--- src/rtl/uart_rx_mid.sv ---
module uart_rx_mid #(
  parameter int DATA_W = 8,
  parameter int CNT_W  = 8
) (
  input  logic               clk,
  input  logic               rst_n,
  input  logic               rx,
  input  logic [2*CNT_W-1:0] frame_cfg,
  input  logic               rd,
  output logic [DATA_W-1:0]  rx_data,
  output logic               data_valid,
  output logic               err_flag,
  output logic               stop_flag
);

  typedef enum logic [1:0] {IDLE, START, DATA, STOP} state_t;

  state_t            state;
  logic              rx_prev;
  logic [CNT_W:0]    cnt;
  logic [CNT_W:0]    bcnt;
  logic [DATA_W-1:0] shreg;

  wire [CNT_W-1:0] half_m1 = frame_cfg[CNT_W-1:0];
  wire [CNT_W:0]   full_m1 = {half_m1, 1'b1};
  wire [CNT_W:0]   nbits   = ({1'b0, frame_cfg[2*CNT_W-1:CNT_W]} + {{CNT_W{1'b0}}, 1'b1}) >> 1;
  wire             tick    = (cnt == '0);

  always_ff @(posedge clk or negedge rst_n) begin
    if (!rst_n) begin
      state      <= IDLE;
      rx_prev    <= 1'b1;
      cnt        <= '0;
      bcnt       <= '0;
      shreg      <= '0;
      rx_data    <= '0;
      data_valid <= 1'b0;
      err_flag   <= 1'b0;
      stop_flag  <= 1'b0;
    end else begin
      rx_prev   <= rx;
      stop_flag <= 1'b0;
      if (rd) begin
        data_valid <= 1'b0;
        err_flag   <= 1'b0;
      end
      if (state != IDLE && !tick) cnt <= cnt - 1'b1;
      case (state)
        IDLE: if (rx_prev && !rx) begin
          cnt   <= {1'b0, half_m1};
          state <= START;
        end
        START: if (tick) begin
          if (rx) state <= IDLE;
          else begin
            cnt   <= full_m1;
            bcnt  <= '0;
            state <= DATA;
          end
        end
        DATA: if (tick) begin
          shreg <= {rx, shreg[DATA_W-1:1]};
          bcnt  <= bcnt + 1'b1;
          cnt   <= full_m1;
          if (bcnt + 1'b1 == nbits) state <= STOP;
        end
        STOP: if (tick) begin
          stop_flag <= 1'b1;
          state     <= IDLE;
          if (rx) begin
            rx_data    <= DATA_W'(shreg >> (DATA_W - int'(nbits)));
            data_valid <= 1'b1;
          end else begin
            rx_data  <= '0;
            err_flag <= 1'b1;
          end
        end
        default: state <= IDLE;
      endcase
    end
  end


  stop_pulse_chk: assert property (@(posedge clk) disable iff (!rst_n)
    stop_flag |=> !stop_flag);

  valid_needs_high_stop_chk: assert property (@(posedge clk) disable iff (!rst_n)
    $rose(data_valid) |-> $past(rx) && stop_flag);

  err_zero_chk: assert property (@(posedge clk) disable iff (!rst_n)
    $rose(err_flag) |-> (rx_data == '0) && !$past(rx) && stop_flag);

  valid_hold_chk: assert property (@(posedge clk) disable iff (!rst_n)
    (data_valid && !rd) |=> data_valid);

  data_stable_chk: assert property (@(posedge clk) disable iff (!rst_n)
    !stop_flag |-> $stable(rx_data));

endmodule

--- config.mk ---
export PLATFORM = sky130hd
export DESIGN_NAME = uart_rx_mid
export DESIGN_NICKNAME = d
export VERILOG_FILES = /design/src/rtl/uart_rx_mid.sv
export SDC_FILE = /design/constraint.sdc
export NUM_CORES = 1
export LEC_CHECK = 0
export BUFFER_PORTS_ARGS = -buffer_cell sky130_fd_sc_hd__buf_2
export CAP_MARGIN = 30
export CORE_ASPECT_RATIO = 0.9
export CORE_UTILIZATION = 63
export CTS_CLUSTER_SIZE = 24
export DETAILED_ROUTE_END_ITERATION = 7
export GPL_ROUTABILITY_DRIVEN = 0
export PLACE_DENSITY = 0.85
export SETUP_SLACK_MARGIN = 0.2
export SYNTH_ARGS = -nofsm -noshare
export SYNTH_HDL_FRONTEND = slang
export SYNTH_SLANG_ARGS = --single-unit
export TNS_END_PERCENT = 10
--- constraint.sdc ---
create_clock -name clk -period 5.2 [get_ports clk]
set_clock_uncertainty 0.15 [all_clocks]
set_input_delay 1.56 -clock clk [delete_from_list [all_inputs] [get_ports clk]]
set_output_delay 1.56 -clock clk [all_outputs]
set_load 0.1 [all_outputs]
### Yosys cells after proc, flatten, opt, wreduce, memory -nomap -nowiden

Cells that the tools add are included.

* register bits after elaboration: 40
* output and inout bits: 11
* word-level logic and storage cells: 64

* $add $sub $neg: 4
* equal/unequal tests: 10
* shift operators: 1
* mux-type cells: 28
* reductions and logical operators: 12

Operators with widths (number)
* $mux W9: 8
* $shr A8 B32 Y8: 1
* $pmux W9 S3: 1
* $pmux W9 S2: 1
* $mux W2: 6
* $ne A2 B2 Y1 const B: 6
* $mux W1: 10
* $add A8 B1 Y9 const B: 1
* $add A9 B1 Y9 const B: 1
* $eq A9 B8 Y1: 1
* $logic_not A9 Y1: 1
* $sub A4 B8 Y9 const A: 1
* $sub A9 B1 Y9 const B: 1
* $mux W8: 1
* $pmux W2 S4: 1
* $reduce_and A5 Y1: 1
* $eq A2 B2 Y1 const B: 2
* $reduce_and A2 Y1: 2
* $reduce_and A4 Y1: 1
* $reduce_bool A2 Y1: 2
* $eq A2 B1 Y1 const B: 1
* $logic_and A1 B1 Y1: 2
* $logic_not A1 Y1: 2
* $logic_not A2 Y1: 1

### Longest topological paths before layout

Gate-level depths: netlist of the first run.

* word-level depth: 7
* gate-level depth with buffers: 10
* depth with buffers taken out: 9

### Worst setup path after synthesis of the first run

Ideal clock, no wire load.

* path kind: input -> register
* start point: input port frame_cfg[8]
* end point: register rx_data[0]
* library setup time: 122 ps
* data arrival time: 3712 ps
* setup slack: 1217 ps
* stages: 8
* buffers on the path: 2
* path through: ha_1 > clkbuf_1 > inv_1 > ha_1 > clkbuf_1 > mux4_2 > mux2_2 > a22o_1

* longest elaborated chain between the ends: 4

Ends and longest elaborated chain
* start, declared: line 8 `input logic [2*CNT_W-1:0] frame_cfg,`
* $add A8 B1 Y9: line 26 `wire [CNT_W:0] nbits = ({1'b0, frame_cfg[2*CNT_W-1:CNT_W]} + {{CNT_W{1'b0}}, 1'b1}) >> 1;`
* $sub A4 B8 Y9: line 71 `rx_data <= DATA_W'(shreg >> (DATA_W - int'(nbits)));`
* $shr A8 B32 Y8: line 71
* $mux W8: line 70 `if (rx) begin`
* end signal, assigned: line 71
* end, declared: line 10 `output logic [DATA_W-1:0] rx_data,`

Every way passes these cells.
A chain may end at the register's enable or synchronous reset.

### Worst setup path after layout of the first run

* start point: input port frame_cfg[9]
* end point: register rx_data[2]

Same word-level chain as after synthesis.

==> results of run 1 <==
final cells by class:
type | instances | area [um2] | share of cell area
inverter | 10 | 38.8 | 0.0135
clock inverter | 3 | 46.3 | 0.0162
multi-input combinational | 215 | 1490 | 0.521
tap | 46 | 57.6 | 0.0201
timing repair buffer | 31 | 158 | 0.0550
clock buffer | 5 | 68.8 | 0.0240
sequential | 40 | 1000 | 0.350
power by group through the flow:
| stage | Sequential, mW | Combinational [mW] | Clock [mW] |
|---|---|---|---|
| after floorplan | 0.471 | 0.334 | 0 |
| after global placement | 0.497 | 0.383 | 0 |
| after detailed placement | 0.503 | 0.397 | 0 |
| after CTS | 0.498 | 0.400 | 0.266 |
| after global routing | 0.516 | 0.451 | 0.279 |
| final | 0.503 | 0.403 | 0.266 |
per-layer routing:
layer  vias to the layer above  wire, um  track usage
met3                         9       264       0.0565
met2                        61      2590        0.433
met5                         -         0            0
met1                      1082      2870        0.407
li1                       1070         -            -
met4                         0        61       0.0842
logic make-up (layout without fill, tap and decap cells):
group,Yosys count,count (layout),share of synthesized area
DFF,40,40,0.387
xor gates and xnor gates,21,21,0.0817
buffers and inverters,23,49,0.0362
and+or+nand+nor,109,109,0.222
adders and majority gates,4,4,0.0193
AOI/OAI and AO/OA,68,68,0.190
muxes,13,13,0.0628
Yosys cell counts, drive strengths merged, types with 6 or more instances:
master  number  share of area
a21oi        9          0.022
a22oi        6          0.017
a32o         6          0.023
buf          6          0.011
clkbuf       7          0.010
dfrtp       39           0.38
inv          9          0.013
mux2         6          0.026
nand2       39          0.057
nand3       14          0.029
nor2        17          0.028
o21ai       22          0.043
xnor2       14          0.047
through the flow:
stage	power, mW	utilization	instances	cell area, um2
after floorplan	0.805	-	278	2590
after CTS	1.16	0.745	349	2860
after global placement	0.880	0.715	341	2740
after detailed placement	0.900	0.715	341	2740
after global routing	1.25	0.747	350	2860
final	1.17	0.747	350	2860
final timing paths:
path	end	cells past startpoint	start
worst max-delay path	rx_data[2]	10	frame_cfg[9]
worst min-delay path	rx_data[4]	1	rx_data[4]
worst max register to register	cnt[1]	7	cnt[0]
worst min register to register	rx_data[4]	1	rx_data[4]
max in group asynchronous	shreg[6]	1	rst_n
min in group asynchronous	shreg[1]	1	rst_n
registers in the layout, indices dropped and copies added, names as in the netlist, named ones only:
signal      flops
cnt             9
bcnt            9
err_flag        1
rx_data         8
rx_prev         1
stop_flag       1
data_valid      1
shreg           8
state           1
worst max-delay path, cell delays in order:
cell and delay (ns):
buf_2 0.13, ha_1 0.59, inv_1 0.17, ha_1 0.25, xor2_1 0.16, xnor2_1 0.14
buf_4 0.22, mux2i_1 0.26, o221ai_1 0.18, a22o_1 0.24
==> flow_summary.yaml, run 1 <==
pwr:
  combPwrFrac: 0.344
  p_sw_uw: 444
  p_clk_frac: 0.227
  seq_power_share: 0.429
  intPower_uw: 729
  ir_drop_mv: 0.233
  power_density_nw_per_um2: 409
  swShare: 0.379
  leakage_nw: 1.28
die:
  rows: 21
  die-area_um2: 4370
  die_width_um: 69.6
  ios: 31
  core-area_um2: 3840
  fp.dieH_um: 62.8
  initial_utilization: 0.675
sta:
  slew-limit-headroom: 0.415
  maxSlewViolCount: 0
  rsz0062_at_grt: "false"
  fin_ws_ns: 1.36
  fin_setup_tns_ns: 0
  worstMarginPinSlew_ns: 0.875
  fin_crit_sh: 0.739
  layout_min_cycle_time_ns: 3.84
  hold_ws_ns: 0.344
  setup_viol: 0
  finalHoldViolCount: 0
  max_freq_ghz: 0.260
synthesis:
  ys.flop_type: "dfrtp_1"
  ys_types: 60
  ys_seq_elements: 40
  netlist_area_um2: 2590
  syn-num-nets: 302
  synth_seq_area_share: 0.387
  ys_warn_count: 0
  synth_edf_count: 0
  avgSynthCellArea_um2: 9.31
  async_flop_share: 1.00
  synthCells: 278
routing:
  viasPerCell: 6.35
  dr_total_vias: 2222
  first_pass_iters: 4
  routed_wl_mm: 5.79
  drc: 0
  ant_nets: 0
  drt-initial-drc-count: 123
  post_drt_wl_per_cell_um: 16.5
clocking:
  cts_made_buffers: 5
  cts_buffer_depth: 2
  ctsHtreeMaxLevel: 2
  clock_latency_ns: 0.31
  post_cts_resized: 0
  cts_setup_buffers: 0
  numClockSinks: 40
  postCtsHoldBufs: 0
  clkSlewWorstSetupHoldPaths_ns: 0.09
  root_buffer: "clkbuf_8"
  cts_tree: "yes"
worst_setup_path:
  arrival_ns: 3.89
  ff2ff_setup_slack_ns: 2.36
  crit_type: "input port to flip-flop"
  worstPathRequired_ns: 5.25
  startpoint_type: "input port"
  cp_max_fo: 12
  end_kind: "flip-flop"
finish:
  area_delta_synth_final_pct: 10.6
  diodes: 0
  drive_above_1_share: 0.191
  nets: 327
  layout_common_cells: "nand2_1 (39), dfrtp_1 (39), buf_2 (30)"
  fill_cells: 278
run_status:
  status: "complete, no violations"
grt:
  grt_overflow: 0
  grt_max_degree: 41
  antenna_found_initial: 0
  grt_pass1_vias: 2085
  grt_pass1_wl_mm: 9.89
  grt.total_usage: 0.283
hold_path:
  min_path_type: "flip-flop to flip-flop"
placed_design:
  hpwlAfterDp_mm: 4.07
  place_ws_ns: 0.556
  io_buffer_count: 30
run:
  max-cap-violations: 0
(Power assumes the default switching activity.)
==> run 2: changes to the inputs <==
ABC_AREA = 1   (was not set)
CORE_UTILIZATION = 59   (was 63)
PLACE_DENSITY = 0.8   (was 0.85)
clock period = 3.8 ns   (was 5.2 ns; I/O delays follow)
==> run 2 against run 1 <==
Design area grew 6.4%. Via count grew 17%. Total power shrank 24%. Hold slack lost 0.0073 ns. Die area grew 12%. Cell count grew 41%.
==> flow_summary.yaml, run 2 <==
pwr:
  p_total_uw: 895
  p_clk_frac: 0.390
  seq_power_share: 0.478
  leakage_nw: 1.64
  intPower_uw: 657
  p_sw_uw: 238
  ir_drop_mv: 0.201
  combPwrFrac: 0.132
  power_density_nw_per_um2: 294
  swShare: 0.266
grt:
  use_met2: 0.453
  met1_usage: 0.341
  grt_pass1_wl_mm: 9.96
  grt_pass1_vias: 2358
  grt_max_degree: 41
  grt_overflow: 0
  grt.total_usage: 0.264
  use_met3: 0.0499
  grt_busiest_layer: "met2"
  antenna_found_initial: 0
worst_setup_path:
  startpoint_type: "input port"
  cp_max_fo: 8
  worstPathRequired_ns: 3.83
  end_kind: "flip-flop"
  crit_type: "input port to flip-flop"
  arrival_ns: 2.90
placed_design:
  hpwlAfterDp_mm: 4.47
  dpl-instance-area_um2: 2940
  io_buffer_count: 30
  place_ws_ns: 0.632
finish:
  top_regs: "bcnt x9, cnt x9"
  regArea_um2: 1000
  area_delta_synth_final_pct: 11.8
  nets: 456
  final_common_cell: "nand2_1"
  diodes: 0
  multi_input_area_um2: 1470
  drive_above_1_share: 0.150
  fill_cells: 421
  finalInstanceArea_um2: 3050
  layout_common_cells: "nand2_1 (120), inv_1 (59), nand3_1 (39), dfrtp_1 (39), nor2_1 (31)"
routing:
  ant_nets: 0
  routed_wl_mm: 5.88
  drc: 0
  post_drt_wl_per_cell_um: 11.9
  viasPerCell: 5.27
  dr_total_vias: 2607
  drt-initial-drc-count: 151
  first_pass_iters: 4
clocking:
  cts_made_buffers: 5
  cts_setup_buffers: 0
  clock_latency_ns: 0.29
  cts_tree: "yes"
  postCtsHoldBufs: 0
  numClockSinks: 40
  cts_buffer_depth: 2
  post_cts_resized: 0
  ctsHtreeMaxLevel: 2
  root_buffer: "clkbuf_8"
  clkSlewWorstSetupHoldPaths_ns: 0.08
synthesis:
  ys_seq_elements: 40
  synth_edf_count: 0
  yosys.area.top_type: "dfrtp_1"
  async_flop_share: 1.00
  synthCells: 400
  ys_top_cells_by_area: "dfrtp_1 (36%), nand2_1 (17%), inv_1 (8.1%)"
  ys.flop_type: "dfrtp_1"
  avgSynthCellArea_um2: 6.81
  synthDominantCellAreaShare: 0.358
  ys_warn_count: 0
  netlist_area_um2: 2730
  yosysMostFrequentCell: "nand2_1"
  ys_types: 33
  syn-num-nets: 424
  synth_common_cells: "nand2_1 (120), inv_1 (59), dfrtp_1 (39), nand3_1 (39), nor2_1 (31)"
  synth_seq_area_share: 0.368
hold_path:
  min_path_type: "flip-flop to flip-flop"
sta:
  fin_ws_ns: 0.938
  worstMarginPinSlew_ns: 0.909
  setup_viol: 0
  slew-limit-headroom: 0.394
  max_freq_ghz: 0.349
  fin_setup_tns_ns: 0
  maxSlewViolCount: 0
  fin_crit_sh: 0.753
  rsz0062_at_grt: "false"
  layout_min_cycle_time_ns: 2.86
  finalHoldViolCount: 0
die:
  rows: 23
  core-area_um2: 4430
  initial_utilization: 0.615
  die_width_um: 73.6
  ios: 31
  die-area_um2: 4900
  fp.dieH_um: 66.5
run:
  max-cap-violations: 0
run_status:
  status: "complete, no violations"
## run 2: changes by cell type in the layout (fill, tap and decap cells not counted), moves of 4 or more
cell     delta
and3_1      -5
nor2_2      +6
a32o_1      -6
mux2_2      -6
nand3_1    +26
inv_1      +50
mux2i_1     -5
xnor2_1    -14
nand2_2     +8
nand2_1    +81
nor3_1      -4
a22o_1      -4
o21ai_1     +5
nor2_1     +15
## run 2: final cells by class
class	count	area share
inverter	61	0.0751
clock inverter	3	0.0140
clock buffer	5	0.0226
tap	62	0.0255
multi-input combinational	293	0.482
sequential	40	0.329
timing repair buffer	31	0.0517
## run 2: critical path, stage by stage
cell     delay [ns]
buf_2          0.12
ha_1           0.24
nand2_2        0.10
inv_2          0.06
nor2_2         0.13
inv_1          0.07
ha_1           0.38
inv_1          0.15
o21ai_0        0.11
a21oi_1        0.06
nand2_1        0.06
o21ai_0        0.07
a22oi_1        0.14
nand2_1        0.07
## run 2: path summary, 6_finish.rpt
kind | slack [ns] | from | cells past startpoint | endpoint
worst max-delay path | 0.94 | frame_cfg[8] | 14 | rx_data[0]
worst min-delay path | 0.34 | rx_data[4] | 2 | rx_data[4]
worst max register to register | 1.53 | cnt[0] | 11 | cnt[5]
worst min register to register | 0.34 | rx_data[4] | 2 | rx_data[4]
max in group asynchronous | 2.11 | rst_n | 1 | state[0]
min in group asynchronous | 0.82 | rst_n | 1 | shreg[1]
## run 2: cells by family after synthesis
family | share of synthesized area
buffers and inverters | 0.0927
flip-flops | 0.368
XOR/XNOR | 0.0225
adder cells (fa/ha/maj) | 0.0184
AO/OA/AOI/OAI | 0.134
AND/OR/NAND/NOR | 0.365
## run 2: metrics by stage
| step | util | hold slack (ns) | instances |
|---|---|---|---|
| 6_report | 0.688 | 0.337 | 495 |
| 5_1_grt | 0.688 | 0.369 | 495 |
| 4_1_cts | 0.688 | 0.338 | 495 |
| 3_5_place_dp | 0.663 | 0.317 | 487 |
| 3_3_place_gp | 0.663 | 0.310 | 487 |
| 2_1_floorplan | - | 0.298 | 400 |
## run 2: layer usage
metal,wire [um],vias to the layer above
met3,204,6
met5,0,-
li1,-,1355
met2,2820,47
met1,2810,1199
met4,45,0
## run 2: power groups by stage
stage          registers, mW  clock network, mW  logic [mW]
4_1_cts                0.427              0.353       0.118
2_1_floorplan          0.441                  0      0.0720
3_5_place_dp           0.436                  0       0.117
6_report               0.427              0.349       0.119
5_1_grt                0.428              0.371       0.135
3_3_place_gp           0.436                  0       0.115
